===== src/rtl/frame_seq_pkg.sv =====
package frame_seq_pkg;

  localparam int TIME_W = 13;
  localparam int WORD_W = 16;
  localparam int RADDR_W = 5;
  localparam int RDATA_W = 8;

  // control bit positions
  localparam int CB_SRST = 0;
  localparam int CB_SERR = 1;
  localparam int CB_SPIR = 2;
  localparam int CB_CKEN = 3;
  localparam int CB_RUN  = 4;
  localparam int CB_DSP  = 5;
  localparam int CB_BUSY = 6;

  // mask bit positions
  localparam int MB_FRAME = 0;
  localparam int MB_PAGE  = 1;
  localparam int MB_DSP   = 2;

  typedef enum logic [2:0] {
    OP_SLEEP  = 3'd0,
    OP_AT     = 3'd1,
    OP_WAIT   = 3'd2,
    OP_MOVE   = 3'd3,
    OP_OFFSET = 3'd4,
    OP_SYNC   = 3'd5
  } op_e;

  typedef enum logic [1:0] {
    ST_IDLE  = 2'd0,
    ST_RUN   = 2'd1,
    ST_STALL = 2'd2
  } seq_st_e;

  function automatic logic [2:0] op_field(input logic [WORD_W-1:0] w);
    return w[15:13];
  endfunction

  function automatic logic [TIME_W-1:0] opnd_field(input logic [WORD_W-1:0] w);
    return w[12:0];
  endfunction

  function automatic logic [RADDR_W-1:0] mv_addr(input logic [WORD_W-1:0] w);
    return w[12:8];
  endfunction

  function automatic logic [RDATA_W-1:0] mv_data(input logic [WORD_W-1:0] w);
    return w[7:0];
  endfunction

  // next counter value: wrap after the limit
  function automatic logic [TIME_W-1:0] time_step(input logic [TIME_W-1:0] t,
                                                  input logic [TIME_W-1:0] lim);
    return (t >= lim) ? '0 : t + 1'b1;
  endfunction

  // out-of-range time operands fold to zero
  function automatic logic [TIME_W-1:0] clamp_time(input logic [TIME_W-1:0] v,
                                                   input logic [TIME_W-1:0] lim);
    return (v > lim) ? '0 : v;
  endfunction

endpackage


===== src/rtl/fs_ctrl.sv =====
module fs_ctrl
  import frame_seq_pkg::*;
#(
  parameter int EN_DELAY = 3
) (
  input  logic       clk,
  input  logic       rst_n,
  input  logic       ctl_we,
  input  logic [5:0] ctl_wdata,
  input  logic       msk_we,
  input  logic [2:0] msk_wdata,
  input  logic       busy,
  input  logic       frame_tick,
  output logic       seq_rst,
  output logic       clk_en,
  output logic       start,
  output logic [1:0] periph_rst,
  output logic [6:0] ctl_rdata,
  output logic [2:0] msk_rdata,
  output logic       frame_irq,
  output logic       dsp_irq
);

  logic [5:0]        ctl_q;
  logic [2:0]        msk_q;
  logic [EN_DELAY:0] en_pipe;
  logic              run_eff;

  always_ff @(posedge clk or negedge rst_n) begin
    if (!rst_n) begin
      ctl_q     <= '0;
      msk_q     <= 3'b111;
      en_pipe   <= '0;
      frame_irq <= 1'b0;
      dsp_irq   <= 1'b0;
    end else begin
      en_pipe   <= {en_pipe[EN_DELAY-1:0], ctl_q[CB_RUN]};
      frame_irq <= frame_tick & ~msk_q[MB_FRAME];
      dsp_irq   <= frame_tick & ctl_q[CB_DSP] & ~msk_q[MB_DSP];
      if (msk_we) msk_q <= msk_wdata;
      if (ctl_we) ctl_q <= ctl_wdata;
      else if (frame_tick) ctl_q[CB_DSP] <= 1'b0;
    end
  end

  assign run_eff    = en_pipe[EN_DELAY-1];
  assign start      = run_eff & ~en_pipe[EN_DELAY];
  assign seq_rst    = ctl_q[CB_SRST];
  assign clk_en     = ctl_q[CB_CKEN];
  assign periph_rst = {ctl_q[CB_SPIR], ctl_q[CB_SERR]};
  assign ctl_rdata  = {busy, ctl_q[CB_DSP], run_eff, ctl_q[3:0]};
  assign msk_rdata  = msk_q;

endmodule


===== src/rtl/fs_timebase.sv =====
module fs_timebase
  import frame_seq_pkg::*;
#(
  parameter int LIMIT = 4999
) (
  input  logic              clk,
  input  logic              rst_n,
  input  logic              seq_rst,
  input  logic              clk_en,
  input  logic              sync_ld,
  input  logic              off_ld,
  input  logic [TIME_W-1:0] opnd,
  output logic [TIME_W-1:0] time_q,
  output logic [TIME_W-1:0] off_q,
  output logic              tick
);

  localparam logic [TIME_W-1:0] LIM = TIME_W'(LIMIT);

  logic [TIME_W-1:0] stepped;

  assign stepped = time_step(time_q, LIM);

  always_ff @(posedge clk or negedge rst_n) begin
    if (!rst_n) begin
      time_q <= '0;
      off_q  <= '0;
    end else if (seq_rst) begin
      time_q <= '0;
      off_q  <= '0;
    end else if (clk_en) begin
      time_q <= sync_ld ? clamp_time(opnd, LIM) : stepped;
      if (off_ld) off_q <= clamp_time(opnd, LIM);
    end
  end

  // boundary: counter steps (not reloaded) onto the offset
  assign tick = clk_en & ~seq_rst & ~sync_ld & (stepped == off_q);

endmodule


===== src/rtl/fs_core.sv =====
module fs_core
  import frame_seq_pkg::*;
#(
  parameter int DEPTH = 64,
  parameter int AW    = $clog2(DEPTH)
) (
  input  logic               clk,
  input  logic               rst_n,
  input  logic               seq_rst,
  input  logic               clk_en,
  input  logic               start,
  input  logic               prog_we,
  input  logic [AW-1:0]      prog_addr,
  input  logic [WORD_W-1:0]  prog_data,
  input  logic [TIME_W-1:0]  time_q,
  output logic               busy,
  output logic               sync_ld,
  output logic               off_ld,
  output logic [TIME_W-1:0]  opnd,
  output logic [RADDR_W-1:0] rw_addr,
  output logic [RDATA_W-1:0] rw_data,
  output logic               rw_stb
);

  logic [WORD_W-1:0] mem [DEPTH];
  logic [AW-1:0]     pc;
  seq_st_e           state;
  logic [TIME_W-1:0] wcnt;
  logic [WORD_W-1:0] instr;
  logic [2:0]        op;
  logic              exec;
  logic              at_hit;

  always_ff @(posedge clk) begin
    if (prog_we) mem[prog_addr] <= prog_data;
  end

  assign instr  = mem[pc];
  assign op     = op_field(instr);
  assign opnd   = opnd_field(instr);
  assign at_hit = (time_q == opnd);
  assign exec   = clk_en & ~seq_rst & ~start & (state == ST_RUN);
  assign sync_ld = exec & (op == OP_SYNC);
  assign off_ld  = exec & (op == OP_OFFSET);
  assign busy    = (state != ST_IDLE);

  always_ff @(posedge clk or negedge rst_n) begin
    if (!rst_n) begin
      state   <= ST_IDLE;
      pc      <= '0;
      wcnt    <= '0;
      rw_stb  <= 1'b0;
      rw_addr <= '0;
      rw_data <= '0;
    end else begin
      rw_stb <= 1'b0;
      if (seq_rst) begin
        state <= ST_IDLE;
        pc    <= '0;
        wcnt  <= '0;
      end else if (clk_en) begin
        if (start) begin
          state <= ST_RUN;
          pc    <= '0;
        end else begin
          case (state)
            ST_RUN: begin
              case (op)
                OP_SLEEP: state <= ST_IDLE;
                OP_AT: if (at_hit) pc <= pc + 1'b1;
                OP_WAIT: begin
                  pc <= pc + 1'b1;
                  if (opnd != '0) begin
                    wcnt  <= opnd;
                    state <= ST_STALL;
                  end
                end
                OP_MOVE: begin
                  pc      <= pc + 1'b1;
                  rw_stb  <= 1'b1;
                  rw_addr <= mv_addr(instr);
                  rw_data <= mv_data(instr);
                end
                default: pc <= pc + 1'b1;
              endcase
            end
            ST_STALL: begin
              wcnt <= wcnt - 1'b1;
              if (wcnt == TIME_W'(1)) state <= ST_RUN;
            end
            default: ;
          endcase
        end
      end
    end
  end

endmodule


===== src/rtl/frame_seq.sv =====
module frame_seq
  import frame_seq_pkg::*;
#(
  parameter int FRAME_LIMIT = 4999,
  parameter int IMEM_DEPTH  = 64,
  parameter int EN_DELAY    = 3,
  parameter int PA_W        = $clog2(IMEM_DEPTH)
) (
  input  logic            clk,
  input  logic            rst_n,
  input  logic            prog_we,
  input  logic [PA_W-1:0] prog_addr,
  input  logic [15:0]     prog_data,
  input  logic            ctl_we,
  input  logic [5:0]      ctl_wdata,
  output logic [6:0]      ctl_rdata,
  input  logic            msk_we,
  input  logic [2:0]      msk_wdata,
  output logic [2:0]      msk_rdata,
  output logic [1:0]      periph_rst,
  output logic [4:0]      rw_addr,
  output logic [7:0]      rw_data,
  output logic            rw_stb,
  output logic [12:0]     frame_time,
  output logic            frame_irq,
  output logic            dsp_irq
);

  logic              seq_rst;
  logic              clk_en;
  logic              start;
  logic              busy;
  logic              frame_tick;
  logic              sync_ld;
  logic              off_ld;
  logic [TIME_W-1:0] opnd;
  logic [TIME_W-1:0] offset_val;

  fs_ctrl #(.EN_DELAY(EN_DELAY)) u_ctrl (
    .clk        (clk),
    .rst_n      (rst_n),
    .ctl_we     (ctl_we),
    .ctl_wdata  (ctl_wdata),
    .msk_we     (msk_we),
    .msk_wdata  (msk_wdata),
    .busy       (busy),
    .frame_tick (frame_tick),
    .seq_rst    (seq_rst),
    .clk_en     (clk_en),
    .start      (start),
    .periph_rst (periph_rst),
    .ctl_rdata  (ctl_rdata),
    .msk_rdata  (msk_rdata),
    .frame_irq  (frame_irq),
    .dsp_irq    (dsp_irq)
  );

  fs_timebase #(.LIMIT(FRAME_LIMIT)) u_time (
    .clk     (clk),
    .rst_n   (rst_n),
    .seq_rst (seq_rst),
    .clk_en  (clk_en),
    .sync_ld (sync_ld),
    .off_ld  (off_ld),
    .opnd    (opnd),
    .time_q  (frame_time),
    .off_q   (offset_val),
    .tick    (frame_tick)
  );

  fs_core #(.DEPTH(IMEM_DEPTH), .AW(PA_W)) u_core (
    .clk       (clk),
    .rst_n     (rst_n),
    .seq_rst   (seq_rst),
    .clk_en    (clk_en),
    .start     (start),
    .prog_we   (prog_we),
    .prog_addr (prog_addr),
    .prog_data (prog_data),
    .time_q    (frame_time),
    .busy      (busy),
    .sync_ld   (sync_ld),
    .off_ld    (off_ld),
    .opnd      (opnd),
    .rw_addr   (rw_addr),
    .rw_data   (rw_data),
    .rw_stb    (rw_stb)
  );

endmodule


===== config.mk =====
export PLATFORM = sky130hd
export DESIGN_NAME = frame_seq
export DESIGN_NICKNAME = d
export VERILOG_FILES = /design/src/rtl/frame_seq_pkg.sv /design/src/rtl/fs_ctrl.sv /design/src/rtl/fs_timebase.sv /design/src/rtl/fs_core.sv /design/src/rtl/frame_seq.sv
export SDC_FILE = /design/constraint.sdc
export NUM_CORES = 1
export LEC_CHECK = 0
export CAP_MARGIN = 5
export CORE_MARGIN = 1.5
export CORE_UTILIZATION = 30
export DETAILED_ROUTE_END_ITERATION = 10
export PLACE_DENSITY_LB_ADDON = 0.3
export SLEW_MARGIN = 5
export SYNTH_ARGS = -nofsm -noshare
export SYNTH_HDL_FRONTEND = slang
export SYNTH_HIERARCHICAL = 1
export SYNTH_SLANG_ARGS = --single-unit

===== constraint.sdc =====
create_clock -name clk -period 4.4 [get_ports clk]
set_clock_uncertainty 0.1 [all_clocks]
set_input_delay 0.88 -clock clk [delete_from_list [all_inputs] [get_ports clk]]
set_output_delay 0.88 -clock clk [all_outputs]
set_load 0.03 [all_outputs]

==> run_results.csv <==
group,metric,value,unit
final_layout,seq_area,32700,um2
setup_path,startpoint,"u_core/pc[0]",
placement,port_buffers,76,
synthesis,ys_warn_count,6,
synthesis,synth_area,44500,um2
setup_path,cp_max_fo,18,
setup_path,critPathSlowestCell,"dfrtp_4",
timing,fmax,232,MHz
global_route,antenna_found_initial,5,
setup_path,slowest_delay,0.53,ns
synthesis,yosys.area.top_type,"edfxtp_1",
cts,clock_path_buffers,3,
final_layout,final_common_cell,"edfxtp_1",
timing,slew_viol_final,0,
final_layout,area_growth,18.3,%
die,start_util,30.1,%
setup_path,required,4.90,ns
final_layout,multi_input_area,11000,um2
die,die-area,150000,um2
setup_path,path_buf_inv,2,
setup_path,reg2reg_slack,0.08,ns
die,io_pins,77,
cts,path_clk_slew,0.07,ns
final_layout,final.fill_count,13700,
route,drc,0,
synthesis,avgSynthCellArea,19.1,um2
placement,gp_congestion,0.890,
global_route,grt_max_degree,77,
final_layout,post-route-util,35.7,%
setup_path,start_kind,"register",
die,design.core.area,147000,um2
route,first_pass_iters,6,
min_path,hold_path_class,"in -> async",
cts,htree_levels,3,
route,routed_wl,127,mm
power,p_per_area,543,nW/um2
job,drv_cap,0,
cts,cts_tree,"built",
timing,max-slew-margin-rel,16.7,%
synthesis,postSynth.asyncResetShare,6.91,%
timing,tightest_slew,1.25,ns
synthesis,synth_cells,2326,
placement,place_inst,4441,
synthesis,synth_top_area_share,69.2,%
setup_path,worst_setup_path_end_kind,"register",
cts,numCtsBuffers,110,
timing,fin_crit,4.32,ns
setup_path,arrival,4.82,ns
cts,clk_latency,0.72,ns
timing,hold_slack,0.208,ns
timing,setup_viol,0,
setup_path,worst-path-stages,13,
route,postRouteAntennaNets,0,
die,die_h,388,um
global_route,grt_pass1_wl,181,mm
synthesis,yosysSeqAreaShare,73.5,%
route,vias_per_cell,5.26,
placement,dpl.hpwl,81.0,mm
power,power,28600,uW
synthesis,synthTopCellsByArea,"edfxtp_1, mux4_2, dfrtp_1",
die,rows,141,
setup_path,cp_top_family,"simple AND/OR/NAND/NOR gates",
final_layout,drive_above_1_share,27.8,%
cts,cts_root_buf,"clkbuf_16",
power,p_leak,0.0170,uW
final_layout,nets,2685,
final_layout,layout_common_cells,"edfxtp_1, mux4_2, buf_4",
synthesis,synth-seq-cells,1100,
timing,finalCritPeriodShare,98.2,%
route,vias,24500,
synthesis,synth_cell_types,103,
global_route,grt-ovfl-total,0,
setup_path,critical_path_class,"reg -> reg",
status,status,"completed",
synthesis,synth_edf_count,1024,
die,die_x,388,um
setup_path,path_cells,"buf_4, bufbuf_16, mux4_2, a22oi_2, nand3_1, o21ai_0, nor2_1, xnor2_1, o211a_1, nand2_1, or3_1, a31oi_4, mux2_1",
cts,cts_hold_buffers,0,
cts,cts.sinks,1100,
timing,hold_viol_final,0,
synthesis,synthFlopType,"edfxtp_1",
route,routedWlPerCell,27.3,um
setup_path,reg2reg_depth,13,
global_route,grt_usage,16.7,%
timing,rsz0062_at_grt,"no",
global_route,grt_pass1_vias,24700,
final_layout,fin_cells,4666,
route,drtIter0Drc,2442,
setup_path,r2r_end,"u_core/pc[0]",
synthesis,syn_nets,2369,
power,vdd_drop_max,332,uV
setup_path,rr_startpoint,"u_core/pc[0]",
[sequential cells by signal, summed over array words and instances, names as in the netlist, 2 cells and up]
| signal | count |
|---|---|
| u_ctrl/en_pipe | 4 |
| u_core/rw_data | 8 |
| u_core/wcnt | 13 |
| u_time/off_q | 13 |
| u_core/pc | 6 |
| u_core/rw_addr | 5 |
| u_ctrl/ctl_q | 6 |
| u_time/time_q | 13 |
| u_ctrl/msk_rdata | 3 |
| u_core/state | 2 |
| u_core/mem | 1024 |
[worst max-delay path by stage]
stage,slack (ns),end
final,0.08,u_core/pc[0]
after global routing,0.002,u_core/wcnt[10]
after CTS,0.003,u_core/pc[0]
after detailed placement,-0.08,u_core/wcnt[6]
after global placement,-0.04,u_core/pc[0]
after floorplan,0.59,u_time/time_q[3]
[per-layer routing]
| metal | track usage [%] | vias to the layer above | part of all wire (%) |
|---|---|---|---|
| met1 | 22.8 | 13100 | 43 |
| met3 | 2.97 | 217 | 6.9 |
| met4 | 5.47 | 4 | 3.1 |
| met5 | 0 | - | 0.018 |
| met2 | 26.8 | 1023 | 48 |
| li1 | - | 10200 | - |
[cell type report]
cell class	instances	share of cell area [%]
flip-flops and latches	1100	62.1
inverters	28	0.200
multi-input cells	1072	20.9
well taps	1930	4.59
clock inverters	65	1.12
diodes	2	0.00952
clock buffers	139	5.51
repair buffers	330	5.54
[synthesized netlist by cell type (7+ instances only)]
master and count:
dfrtp_1 73, o221ai_1 18, nor3_1 27, nand4_1 13, ha_1 7, buf_2 15, and2_1 8, nand3b_1 7
nor2b_1 16, a22oi_1 38, a21oi_1 45, and3_1 9, o211ai_1 8, mux2_2 8, xnor2_1 7, mux2i_1 83
or3_1 10, a22o_1 14, nand2_1 131, xor2_1 11, inv_1 21, o21ai_0 33, a31oi_1 11, mux4_2 241
buf_4 21, nor4_1 13, buf_1 8, nor2_1 110, o22ai_1 28, nand2b_1 15, a221oi_1 8, a211oi_1 11
nand3_1 32, buf_6 25, edfxtp_1 1024, clkbuf_1 49
[where the power goes]
group / switching, uW / internal, uW / total [uW]
Clock: 4040 / 5150 / 9180
Combinational: 4200 / 3430 / 7630
Sequential: 146 / 11600 / 11700
Total: 8380 / 20200 / 28600
[logic make-up (layout without fill, tap and decap cells)]
| logic type | count (synthesis) | in the layout | synth area share (%) |
|---|---|---|---|
| compound gates | 280 | 280 | 4.59 |
| buf+inv | 154 | 562 | 2.16 |
| fa+ha+maj | 7 | 7 | 0.197 |
| mux | 339 | 339 | 14.5 |
| simple gates | 427 | 427 | 4.68 |
| xor+xnor | 19 | 19 | 0.417 |
| other cells | 0 | 2 | 0 |
| flops | 1100 | 1100 | 73.5 |
[through the flow]
stage,worst slack [ns],instance area [um2],TNS (ns)
CTS,0.00266,52200,0
floorplan,0.591,44500,0
detailed placement,-0.0758,48700,-0.425
global placement,-0.0426,48700,-0.0785
global route,0.00232,52600,0
finish,0.0811,52600,0
[repair_timing]
| item | in CTS | in global routing |
|---|---|---|
| endpoints found under the setup margin | 12 | 44 |
| cloned | 1 | 3 |
| pin swaps | 1 | 5 |
| gates resized for setup | 6 | 22 |
| setup buffers | 0 | 15 |
Note: power is estimated with default switching activity, not from simulation.
